$ cat src/rtl/fr_guard_pkg.sv
package fr_guard_pkg;

    // Resolution selector codes; only the widest one changes the raster.
    typedef enum logic [1:0] {
        RES_NARROW = 2'd0,
        RES_MEDIUM = 2'd1,
        RES_WIDE   = 2'd2,
        RES_SPARE  = 2'd3
    } res_mode_e;

    function automatic logic is_wide(input logic [1:0] mode);
        return mode == 2'(RES_WIDE);
    endfunction

endpackage

$ cat src/rtl/fr_raster.sv
// Internal free-running raster: a pixel counter and a line counter.
module fr_raster #(
    parameter int H_STD  = 1688,
    parameter int V_STD  = 1066,
    parameter int H_WIDE = 2160,
    parameter int V_WIDE = 1250
) (
    input  logic clk_i,
    input  logic rst_ni,
    input  logic wide_i,
    input  logic restart_i,
    output logic line_end_o,
    output logic frame_end_o
);
    localparam int H_MAX = (H_WIDE > H_STD) ? H_WIDE : H_STD;
    localparam int V_MAX = (V_WIDE > V_STD) ? V_WIDE : V_STD;
    localparam int HW    = $clog2(H_MAX);
    localparam int VW    = $clog2(V_MAX);
    localparam logic [HW-1:0] H_END_STD  = HW'(H_STD - 1);
    localparam logic [HW-1:0] H_END_WIDE = HW'(H_WIDE - 1);
    localparam logic [VW-1:0] V_END_STD  = VW'(V_STD - 1);
    localparam logic [VW-1:0] V_END_WIDE = VW'(V_WIDE - 1);

    typedef struct packed {
        logic [HW-1:0] h;
        logic [VW-1:0] v;
    } raster_t;

    raster_t q, d;
    logic [HW-1:0] h_end;
    logic [VW-1:0] v_end;

    always_comb begin
        h_end       = wide_i ? H_END_WIDE : H_END_STD;
        v_end       = wide_i ? V_END_WIDE : V_END_STD;
        // ">=" lets a mode switch to a shorter raster wrap cleanly
        line_end_o  = (q.h >= h_end);
        frame_end_o = line_end_o && (q.v >= v_end);
        d = q;
        if (restart_i) begin
            d.h = '0;
            d.v = '0;
        end else if (line_end_o) begin
            d.h = '0;
            d.v = frame_end_o ? '0 : q.v + 1'b1;
        end else begin
            d.h = q.h + 1'b1;
        end
    end

    always_ff @(posedge clk_i) begin
        if (!rst_ni) q <= '0;
        else         q <= d;
    end


    raster_bound_chk: assert property (@(posedge clk_i) disable iff (!rst_ni)
        (q.h <= HW'(H_MAX - 1)) && (q.v <= VW'(V_MAX - 1)));

endmodule

$ cat src/rtl/fr_de_track.sv
// Measures the data-enable line period and flags a vertical blank once
// data-enable has been absent for more than two line periods.
module fr_de_track #(
    parameter int GAP_W = 14
) (
    input  logic clk_i,
    input  logic rst_ni,
    input  logic de_rise_i,
    output logic vblank_o
);
    typedef struct packed {
        logic [GAP_W-1:0] gap;
        logic [GAP_W-1:0] period;
        logic             vblank;
    } track_t;

    track_t q, d;
    logic [GAP_W-1:0] gap_inc;

    always_comb begin
        gap_inc = (q.gap == '1) ? q.gap : q.gap + 1'b1;
        d = q;
        if (de_rise_i) begin
            d.gap    = '0;
            d.vblank = 1'b0;
            // the line before a blank is not a valid period sample
            if (!q.vblank) d.period = gap_inc;
        end else begin
            d.gap = gap_inc;
            if ((q.period != '0) && ({1'b0, gap_inc} > {q.period, 1'b0}))
                d.vblank = 1'b1;
        end
    end

    always_ff @(posedge clk_i) begin
        if (!rst_ni) begin
            q.gap    <= '0;
            q.period <= '0;
            q.vblank <= 1'b1;
        end else begin
            q <= d;
        end
    end

    assign vblank_o = q.vblank;


    vblank_clear_chk: assert property (@(posedge clk_i) disable iff (!rst_ni)
        de_rise_i |=> !vblank_o);

endmodule

$ cat src/rtl/fr_loss_timer.sv
// Counts internal frame ends since the last change of the watched signal.
module fr_loss_timer #(
    parameter int TIMEOUT_FRAMES = 5
) (
    input  logic clk_i,
    input  logic rst_ni,
    input  logic enable_i,
    input  logic clear_i,
    input  logic frame_end_i,
    output logic expire_o
);
    localparam int CW = $clog2(TIMEOUT_FRAMES + 1);
    localparam logic [CW-1:0] LIMIT = CW'(TIMEOUT_FRAMES);

    typedef struct packed {
        logic [CW-1:0] idle;
    } timer_t;

    timer_t q, d;

    always_comb begin
        d = q;
        expire_o = 1'b0;
        if (clear_i) begin
            d.idle = '0;
        end else if (frame_end_i) begin
            if (q.idle == LIMIT) expire_o = enable_i;
            else                 d.idle   = q.idle + 1'b1;
        end
    end

    always_ff @(posedge clk_i) begin
        if (!rst_ni) q <= '0;
        else         q <= d;
    end


    idle_bound_chk: assert property (@(posedge clk_i) disable iff (!rst_ni)
        q.idle <= LIMIT);

endmodule

$ cat src/rtl/fr_source_guard.sv
module fr_source_guard
    import fr_guard_pkg::*;
#(
    parameter int H_STD          = 1688,
    parameter int V_STD          = 1066,
    parameter int H_WIDE         = 2160,
    parameter int V_WIDE         = 1250,
    parameter int TIMEOUT_FRAMES = 5
) (
    input  logic       clk_i,
    input  logic       rst_ni,
    input  logic       data_enable_i,
    input  logic       vsync_i,
    input  logic       sync_only_i,
    input  logic       fr_enable_i,
    input  logic [1:0] res_mode_i,
    output logic       line_stb_o,
    output logic       frame_stb_o,
    output logic       data_blank_o,
    output logic       free_run_o
);
    localparam int H_MAX = (H_WIDE > H_STD) ? H_WIDE : H_STD;
    localparam int GAP_W = $clog2(H_MAX * 4);

    typedef struct packed {
        logic de;
        logic vs;
        logic de_seen;
        logic freerun;
        logic blank;
        logic line_stb;
        logic frame_stb;
    } guard_t;

    guard_t q, d;

    logic de_rise, de_chg, vs_rise, vs_chg;
    logic de_mode, mon_chg, rec_w;
    logic in_line, in_frame;
    logic int_line_end, int_frame_end;
    logic restart_w, vblank_w, expire_w, timer_en;

    // edge detection on the raw inputs
    assign de_rise = data_enable_i & ~q.de;
    assign de_chg  = data_enable_i ^ q.de;
    assign vs_rise = vsync_i & ~q.vs;
    assign vs_chg  = vsync_i ^ q.vs;

    // data-enable wins whenever it is active
    assign de_mode  = ~sync_only_i | q.de_seen | de_rise;
    assign mon_chg  = de_mode ? de_chg : vs_chg;
    assign rec_w    = de_rise | (sync_only_i & ~q.de_seen & vs_rise);
    assign in_line  = de_mode ? de_rise : int_line_end;
    assign in_frame = de_mode ? (de_rise & vblank_w) : vs_rise;

    assign timer_en  = fr_enable_i & ~q.freerun;
    assign restart_w = ~d.freerun & ~de_mode & vs_rise;

    fr_raster #(
        .H_STD (H_STD),
        .V_STD (V_STD),
        .H_WIDE(H_WIDE),
        .V_WIDE(V_WIDE)
    ) i_raster (
        .clk_i      (clk_i),
        .rst_ni     (rst_ni),
        .wide_i     (is_wide(res_mode_i)),
        .restart_i  (restart_w),
        .line_end_o (int_line_end),
        .frame_end_o(int_frame_end)
    );

    fr_de_track #(
        .GAP_W(GAP_W)
    ) i_de_track (
        .clk_i    (clk_i),
        .rst_ni   (rst_ni),
        .de_rise_i(de_rise),
        .vblank_o (vblank_w)
    );

    fr_loss_timer #(
        .TIMEOUT_FRAMES(TIMEOUT_FRAMES)
    ) i_loss_timer (
        .clk_i      (clk_i),
        .rst_ni     (rst_ni),
        .enable_i   (timer_en),
        .clear_i    (mon_chg | ~timer_en),
        .frame_end_i(int_frame_end),
        .expire_o   (expire_w)
    );

    always_comb begin
        d    = q;
        d.de = data_enable_i;
        d.vs = vsync_i;
        if (de_rise) d.de_seen = 1'b1;
        if (!fr_enable_i) begin
            d.freerun = 1'b0;
            d.blank   = 1'b0;
        end else if (q.freerun) begin
            if (rec_w) d.freerun = 1'b0;   // blank waits for the next frame
        end else if (expire_w) begin
            d.freerun = 1'b1;
            d.blank   = 1'b1;
            d.de_seen = 1'b0;
        end else if (q.blank && in_frame) begin
            d.blank = 1'b0;
        end
        d.line_stb  = d.freerun ? int_line_end  : in_line;
        d.frame_stb = d.freerun ? int_frame_end : in_frame;
    end

    always_ff @(posedge clk_i) begin
        if (!rst_ni) q <= '0;
        else         q <= d;
    end

    assign line_stb_o   = q.line_stb;
    assign frame_stb_o  = q.frame_stb;
    assign data_blank_o = q.blank;
    assign free_run_o   = q.freerun;


    blank_cover_chk: assert property (@(posedge clk_i) disable iff (!rst_ni)
        q.freerun |-> q.blank);


    entry_on_frame_chk: assert property (@(posedge clk_i) disable iff (!rst_ni)
        $rose(q.freerun) |-> $past(int_frame_end));


    exit_cause_chk: assert property (@(posedge clk_i) disable iff (!rst_ni)
        $fell(q.freerun) |-> $past(rec_w || !fr_enable_i));


    strap_off_chk: assert property (@(posedge clk_i) disable iff (!rst_ni)
        !fr_enable_i |=> (!q.freerun && !q.blank));


    blank_release_chk: assert property (@(posedge clk_i) disable iff (!rst_ni)
        $fell(q.blank) |-> (q.frame_stb || !$past(fr_enable_i)));

endmodule

$ cat config.mk
export PLATFORM = sky130hd
export DESIGN_NAME = fr_source_guard
export DESIGN_NICKNAME = d
export VERILOG_FILES = /design/src/rtl/fr_guard_pkg.sv /design/src/rtl/fr_raster.sv /design/src/rtl/fr_de_track.sv /design/src/rtl/fr_loss_timer.sv /design/src/rtl/fr_source_guard.sv
export SDC_FILE = /design/constraint.sdc
export NUM_CORES = 1
export LEC_CHECK = 0
export BUFFER_PORTS_ARGS = -buffer_cell sky130_fd_sc_hd__buf_2
export CAP_MARGIN = 25
export CORE_ASPECT_RATIO = 1.4
export CORE_MARGIN = 10
export CORE_UTILIZATION = 56
export CTS_CLUSTER_SIZE = 24
export DETAILED_ROUTE_END_ITERATION = 16
export PLACE_DENSITY = 0.77
export SKIP_LAST_GASP = 1
export SLEW_MARGIN = 20
export SYNTH_ARGS = -nofsm -noshare
export SYNTH_HDL_FRONTEND = slang
export SYNTH_SLANG_ARGS = --single-unit
$ cat constraint.sdc
create_clock -name clk_i -period 2.63 [get_ports clk_i]
set_input_delay 0.263 -clock clk_i [delete_from_list [all_inputs] [get_ports clk_i]]
set_output_delay 0.263 -clock clk_i [all_outputs]
set_load 0.005 [all_outputs]
==> flow_summary.ini, run 1 <==
[critical_path]
crit_family = compound AO/OA/AOI/OAI gates
worstPathMaxFanout = 3
required_ns = 2.84
start_kind = flip-flop
r2r_slack_ns = 0.03
r2r_end = i_de_track.vblank_o
cp_cell_sequence = nand4_1, buf_4, nor2_2, a21oi_2, and3_1, xnor2_2, inv_1, ha_1, a21oi_2, nor2_1, a2111o_1, o221ai_2, a221o_1, nand3_1
crit_path_frequent_cell = a21oi_2
cpPeakStageDelay_ns = 0.36
crit_path_top_delay_cell = a2111o_1
path_class = reg -> reg
reg2reg_from = i_de_track.q[19]
cp-end-kind = flip-flop
crit_cells = 14
critPathBufInv = 2
reg2reg_depth = 14
cp.arrival_ns = 2.81

[sta]
fmax_ghz = 0.385
hold_violations = 0
tightest_slew_ns = 0.576
slew_viol_final = 0
fin_crit_sh_pct = 98.8
max-slew-margin-rel_pct = 61.6
worst_clock_skew_ns = 0.00946
period_needed_ns = 2.60
rsz0062_at_grt = yes
setup_viol = 0

[power_and_ir_drop]
ir_worst_vdd_uv = 557
p_leak_nw = 1.62
p_per_area_nw_per_um2 = 506

[drt]
vias_per_cell = 5.55
drt_iter0_drc = 186
antenna_left = 0
drcViolationCount = 0
drt-total-wl_mm = 7.39
wl_per_cell_um = 14.5
firstDrtPassIters = 4
vias = 2820

[logic_synthesis]
async_flop_share_pct = 0
synth.top_cell.area_share_pct = 36.6
netlist_area_sq_um = 3390
synth-edff-count = 0
synth-seq-cells = 62
syn_inst = 393
synth_area_leader_cell = dfxtp_1
synth-seq-area-share_pct = 36.6
yosysWarnings = 0
yosys-top-cells-count = dfxtp_1 (62), nor2_1 (46), inv_1 (33)
synth_nets = 428
synth_area_leaders = dfxtp_1 (37%), ha_1 (10%), xnor2_1 (5.9%)
yosysMostFrequentCell = dfxtp_1
avgSynthCellArea_sq_um = 8.64
synthFlopType = dfxtp_1
ys_types = 55

[final_layout]
num-fill-cells = 489
drive_above_1_share_pct = 24.4
stdcell_count = 508
fin_util_pct = 68.5
diodes = 0
syn_to_final_growth_pct = 18.4
final_nets = 469
stdcell_area_sq_um = 4020

[clock_tree]
cts_tree = built
insertion_delay_ns = 0.34
clk_path_buf_depth = 2
path_clk_slew_ns = 0.07
numCtsBuffers = 9
htree_levels = 3
clock_sinks = 62
cts_root_buf = clkbuf_8

[min_path]
min_delay_worst_endpoint = q[5]
hp-start = vsync_i
worstHoldPathCells = 2
hold_path.class = in -> reg

[grt]
grt_max_degree = 26
grt_pass1_wl_mm = 12.8
grt_pass1_vias = 2924
grt_overflow = 0
antenna_found_initial = 0
grt_use_total_pct = 16.0

[status]
status = completed

[floorplan]
design.die.area_sq_um = 9620
core-area_sq_um = 5860
dieWidth_um = 85.8
num_rows = 33
io_pins = 12
die_h_um = 112
start_util_pct = 57.9

[placement]
postPlaceCellArea_sq_um = 3690
dp_cells = 491
hpwl_mm = 5.48
gp_congestion = 0.887
numPortBuffers = 11

[run]
max_cap_violations = 0
## cell usage in the layout (no fill, tap or decap), drive strengths merged, types with 3 or more instances in the layout
cell type,n
xnor2,23
nor4,8
inv,33
nor2b,4
ha,27
o21ai,23
clkbuf,12
nor3,9
a21oi,18
dfxtp,62
or2,4
and3,6
nand2,29
nand4,7
nand2b,6
nand3,15
and2,6
xor2,7
nor2,57
buf,42
a31oi,3
mux2i,4
## logic make-up after synthesis
kind of cell,count (synthesis),share of synthesized area [%]
and+or+nand+nor,161,25.5
AOI/OAI and AO/OA,63,12.9
DFF,62,36.6
buffers and inverters,45,5.82
xor gates and xnor gates,30,7.74
adders and majority gates,27,9.95
muxes,5,1.51
## worst max path at each step
stage,start,end,slack [ns]
after global routing,i_de_track.q[16],i_de_track.vblank_o,-0.16
after global placement,i_de_track.q[18],i_de_track.vblank_o,0.01
final,i_de_track.q[19],i_de_track.vblank_o,0.03
after detailed placement,i_de_track.q[27],i_de_track.vblank_o,-0.06
after CTS,i_de_track.q[26],i_de_track.vblank_o,0.004
after floorplan,i_de_track.q[19],i_de_track.vblank_o,0.02
## layer usage
layer | track usage, % | wire length (um) | share of wire, %
met2 | 29.6 | 4100 | 56
met5 | 0 | 0 | 0
met3 | 3.84 | 200 | 2.7
met4 | 8.48 | 207 | 2.8
met1 | 15.7 | 2880 | 39
## what timing repair did
item                                    in CTS  in global routing
setup buffers                                1                  1
endpoints found under the setup margin       1                  1
gates resized for setup                      6                 19
pin swaps                                    6                 12
hold buffers                                 0                  0
## metrics by stage
step / TNS, ns / setup slack [ns] / power [mW] / hold WS (ns)
after floorplan: 0 / 0.0193 / 1.13 / 0.390
after global placement: 0 / 0.0140 / 1.16 / 0.428
after detailed placement: -0.0604 / -0.0604 / 1.17 / 0.456
after CTS: 0 / 0.00417 / 2.04 / 0.136
after global routing: -0.162 / -0.162 / 2.12 / 0.151
final: 0 / 0.0327 / 2.03 / 0.151
## power breakdown
part / total (mW) / internal, mW / leakage, nW / switching, mW
combinational: 0.184 / 0.0779 / 1.01 / 0.106
clock: 0.867 / 0.508 / 0.104 / 0.359
sequential: 0.982 / 0.964 / 0.506 / 0.0180
## state kept, by name, indices dropped and copies added (netlist names)
signal	cells
i_loss_timer.q	3
i_de_track.vblank_o	1
i_raster.q	23
data_blank_o	1
free_run_o	1
q	3
frame_stb_o	1
line_stb_o	1
i_de_track.q	28
## layout make-up
| class | instances | area, sq um | area share [%] |
|---|---|---|---|
| clock buffers | 12 | 165 | 4.11 |
| inverters | 33 | 124 | 3.08 |
| multi-input cells | 286 | 2060 | 51.2 |
| flip-flops and latches | 62 | 1250 | 31.1 |
| clock inverters | 3 | 42.5 | 1.06 |
| repair buffers | 42 | 292 | 7.25 |
| well taps | 70 | 87.6 | 2.18 |
No activity file was read; power rests on OpenSTA's default activity.
==> run 2: changes to the inputs <==
CORE_ASPECT_RATIO = 0.8   (was 1.4)
==> flow_summary.ini, run 2 (synthesized netlist as in run 1, its figures left out) <==
[floorplan]
die_h_um = 89.6
num_rows = 25
io_pins = 12
start_util_pct = 57.7
dieWidth_um = 107
design.die.area_sq_um = 9590
core-area_sq_um = 5880

[power_and_ir_drop]
seqPwrFrac_pct = 50.1
netSwitchingFraction_pct = 25.5
clkPwrFrac_pct = 40.0
power.internal_mw = 1.46
p_leak_nw = 1.68
ir_worst_vdd_uv = 330
p_per_area_nw_per_um2 = 473
p_sw_mw = 0.500
pwr-share-comb_pct = 9.9

[sta]
slew_viol_final = 0
fin_ws_ns = -0.216
tns_ns = -0.216
fin_crit_sh_pct = 108
tightest_slew_ns = 0.587
worst_clock_skew_ns = 0.0127
fmax_ghz = 0.351
rsz0062_at_grt = yes
whs_ns = 0.142
period_needed_ns = 2.85
hold_violations = 0
max-slew-margin-rel_pct = 60.9
setup_viol = 1

[clock_tree]
clk_path_buf_depth = 2
path_clk_slew_ns = 0.07
insertion_delay_ns = 0.36
cts_tree = built
clock_sinks = 62
cts_root_buf = clkbuf_8
numCtsBuffers = 9
htree_levels = 3

[final_layout]
layout_commonest_cell = dfxtp_1
syn_to_final_growth_pct = 22.3
stdcell_count = 532
diodes = 0
drive_above_1_share_pct = 27.3
top_regs = i_de_track.q (28), i_raster.q (23)
largest_reg_flops = 28
fin_util_pct = 70.6
num-fill-cells = 437
final_nets = 481
final_cell_mix = dfxtp_1 (56), nor2_1 (44), buf_4 (41)
top_register = i_de_track.q

[critical_path]
cp.arrival_ns = 3.07
required_ns = 2.86
crit_path_top_delay_cell = a2111o_1
critPathBufInv = 1
cp-end-kind = flip-flop
start_kind = flip-flop
crit_family = compound AO/OA/AOI/OAI gates
cpPeakStageDelay_ns = 0.41
worstPathMaxFanout = 4
cp_cell_sequence = nand4_1, or2_4, o21ai_4, nor2_2, xnor2_2, inv_2, ha_4, a21oi_2, nor2_1, a2111o_1, o221ai_2, a221o_1, nand3_1
path_class = reg -> reg

[placement]
gp_congestion = 0.898
numPortBuffers = 11
hpwl_mm = 5.25
dp_cells = 507

[drt]
wl_per_cell_um = 15.3
drcViolationCount = 0
antenna_left = 0
drt_iter0_drc = 126
vias = 2953
drt-total-wl_mm = 8.16
vias_per_cell = 5.55
firstDrtPassIters = 4

[status]
violations = setup timing
status = complete, but fails checks

[min_path]
hold_path.class = in -> reg

[grt]
grt_pass1_wl_mm = 12.7
grt_use_total_pct = 16.6
grt_overflow = 0
grt_pass1_vias = 2780
grt_max_degree = 26
antenna_found_initial = 0

[run]
max_cap_violations = 0
[run 2: what timing repair did]
| item | CTS | global route |
|---|---|---|
| gates resized for setup | 14 | 17 |
| hold buffers | 0 | 0 |
| endpoints found under the setup margin | 1 | 1 |
| buffers inserted | 4 | 5 |
| pin swaps | 11 | 12 |
[run 2: routing by layer]
metal	track usage (%)	up-vias	part of all wire [%]
met5	0	-	0
met4	6.13	0	2.9
met3	5.85	19	6.6
met2	27.2	99	48
met1	19.7	1382	43
li1	-	1453	-
[run 2: area by class of cell]
type / count / area, sq um / area share [%]
Sequential cell: 62 / 1250 / 30.1
Multi-Input combinational cell: 286 / 2100 / 50.5
Timing Repair Buffer: 54 / 394 / 9.49
Clock buffer: 13 / 169 / 4.07
Clock inverter: 3 / 17.5 / 0.422
Inverter: 33 / 124 / 2.98
Tap cell: 81 / 101 / 2.44
[run 2: power groups by stage]
| stage | Clock, mW | Combinational (mW) | Sequential, mW |
|---|---|---|---|
| 2_1_floorplan | 0 | 0.128 | 0.997 |
| 3_3_place_gp | 0 | 0.166 | 1.00 |
| 3_5_place_dp | 0 | 0.172 | 1.00 |
| 4_1_cts | 0.786 | 0.178 | 0.982 |
| 5_1_grt | 0.843 | 0.215 | 0.985 |
| 6_report | 0.785 | 0.194 | 0.983 |
[run 2: path summary, 6_finish.rpt]
path                                  startpoint                   to  slack [ns]  cells past startpoint
worst min-delay path               data_enable_i                 q[6]        0.14                      2
worst max register to register  i_de_track.q[19]  i_de_track.vblank_o       -0.22                     13
worst min register to register    i_raster.q[11]       i_raster.q[11]        0.44                      1
worst max-delay path            i_de_track.q[19]  i_de_track.vblank_o       -0.22                     13
[run 2: metrics by stage]
step | power, mW | setup slack [ns] | cell area [sq um]
global route | 2.04 | -0.287 | 4150
finish | 1.96 | -0.216 | 4150
floorplan | 1.13 | 0.0193 | 3400
global placement | 1.17 | 0.000480 | 3750
CTS | 1.95 | 0.00285 | 4040
detailed placement | 1.17 | -0.127 | 3750
[run 2: worst reg2reg max path, cell delays in order, from the launching register on]
cell,delay [ns]
dfxtp_2,0.34
nand4_1,0.16
or2_4,0.31
o21ai_4,0.20
nor2_2,0.09
xnor2_2,0.26
inv_2,0.09
ha_4,0.24
a21oi_2,0.14
nor2_1,0.08
a2111o_1,0.41
o221ai_2,0.15
a221o_1,0.18
nand3_1,0.07
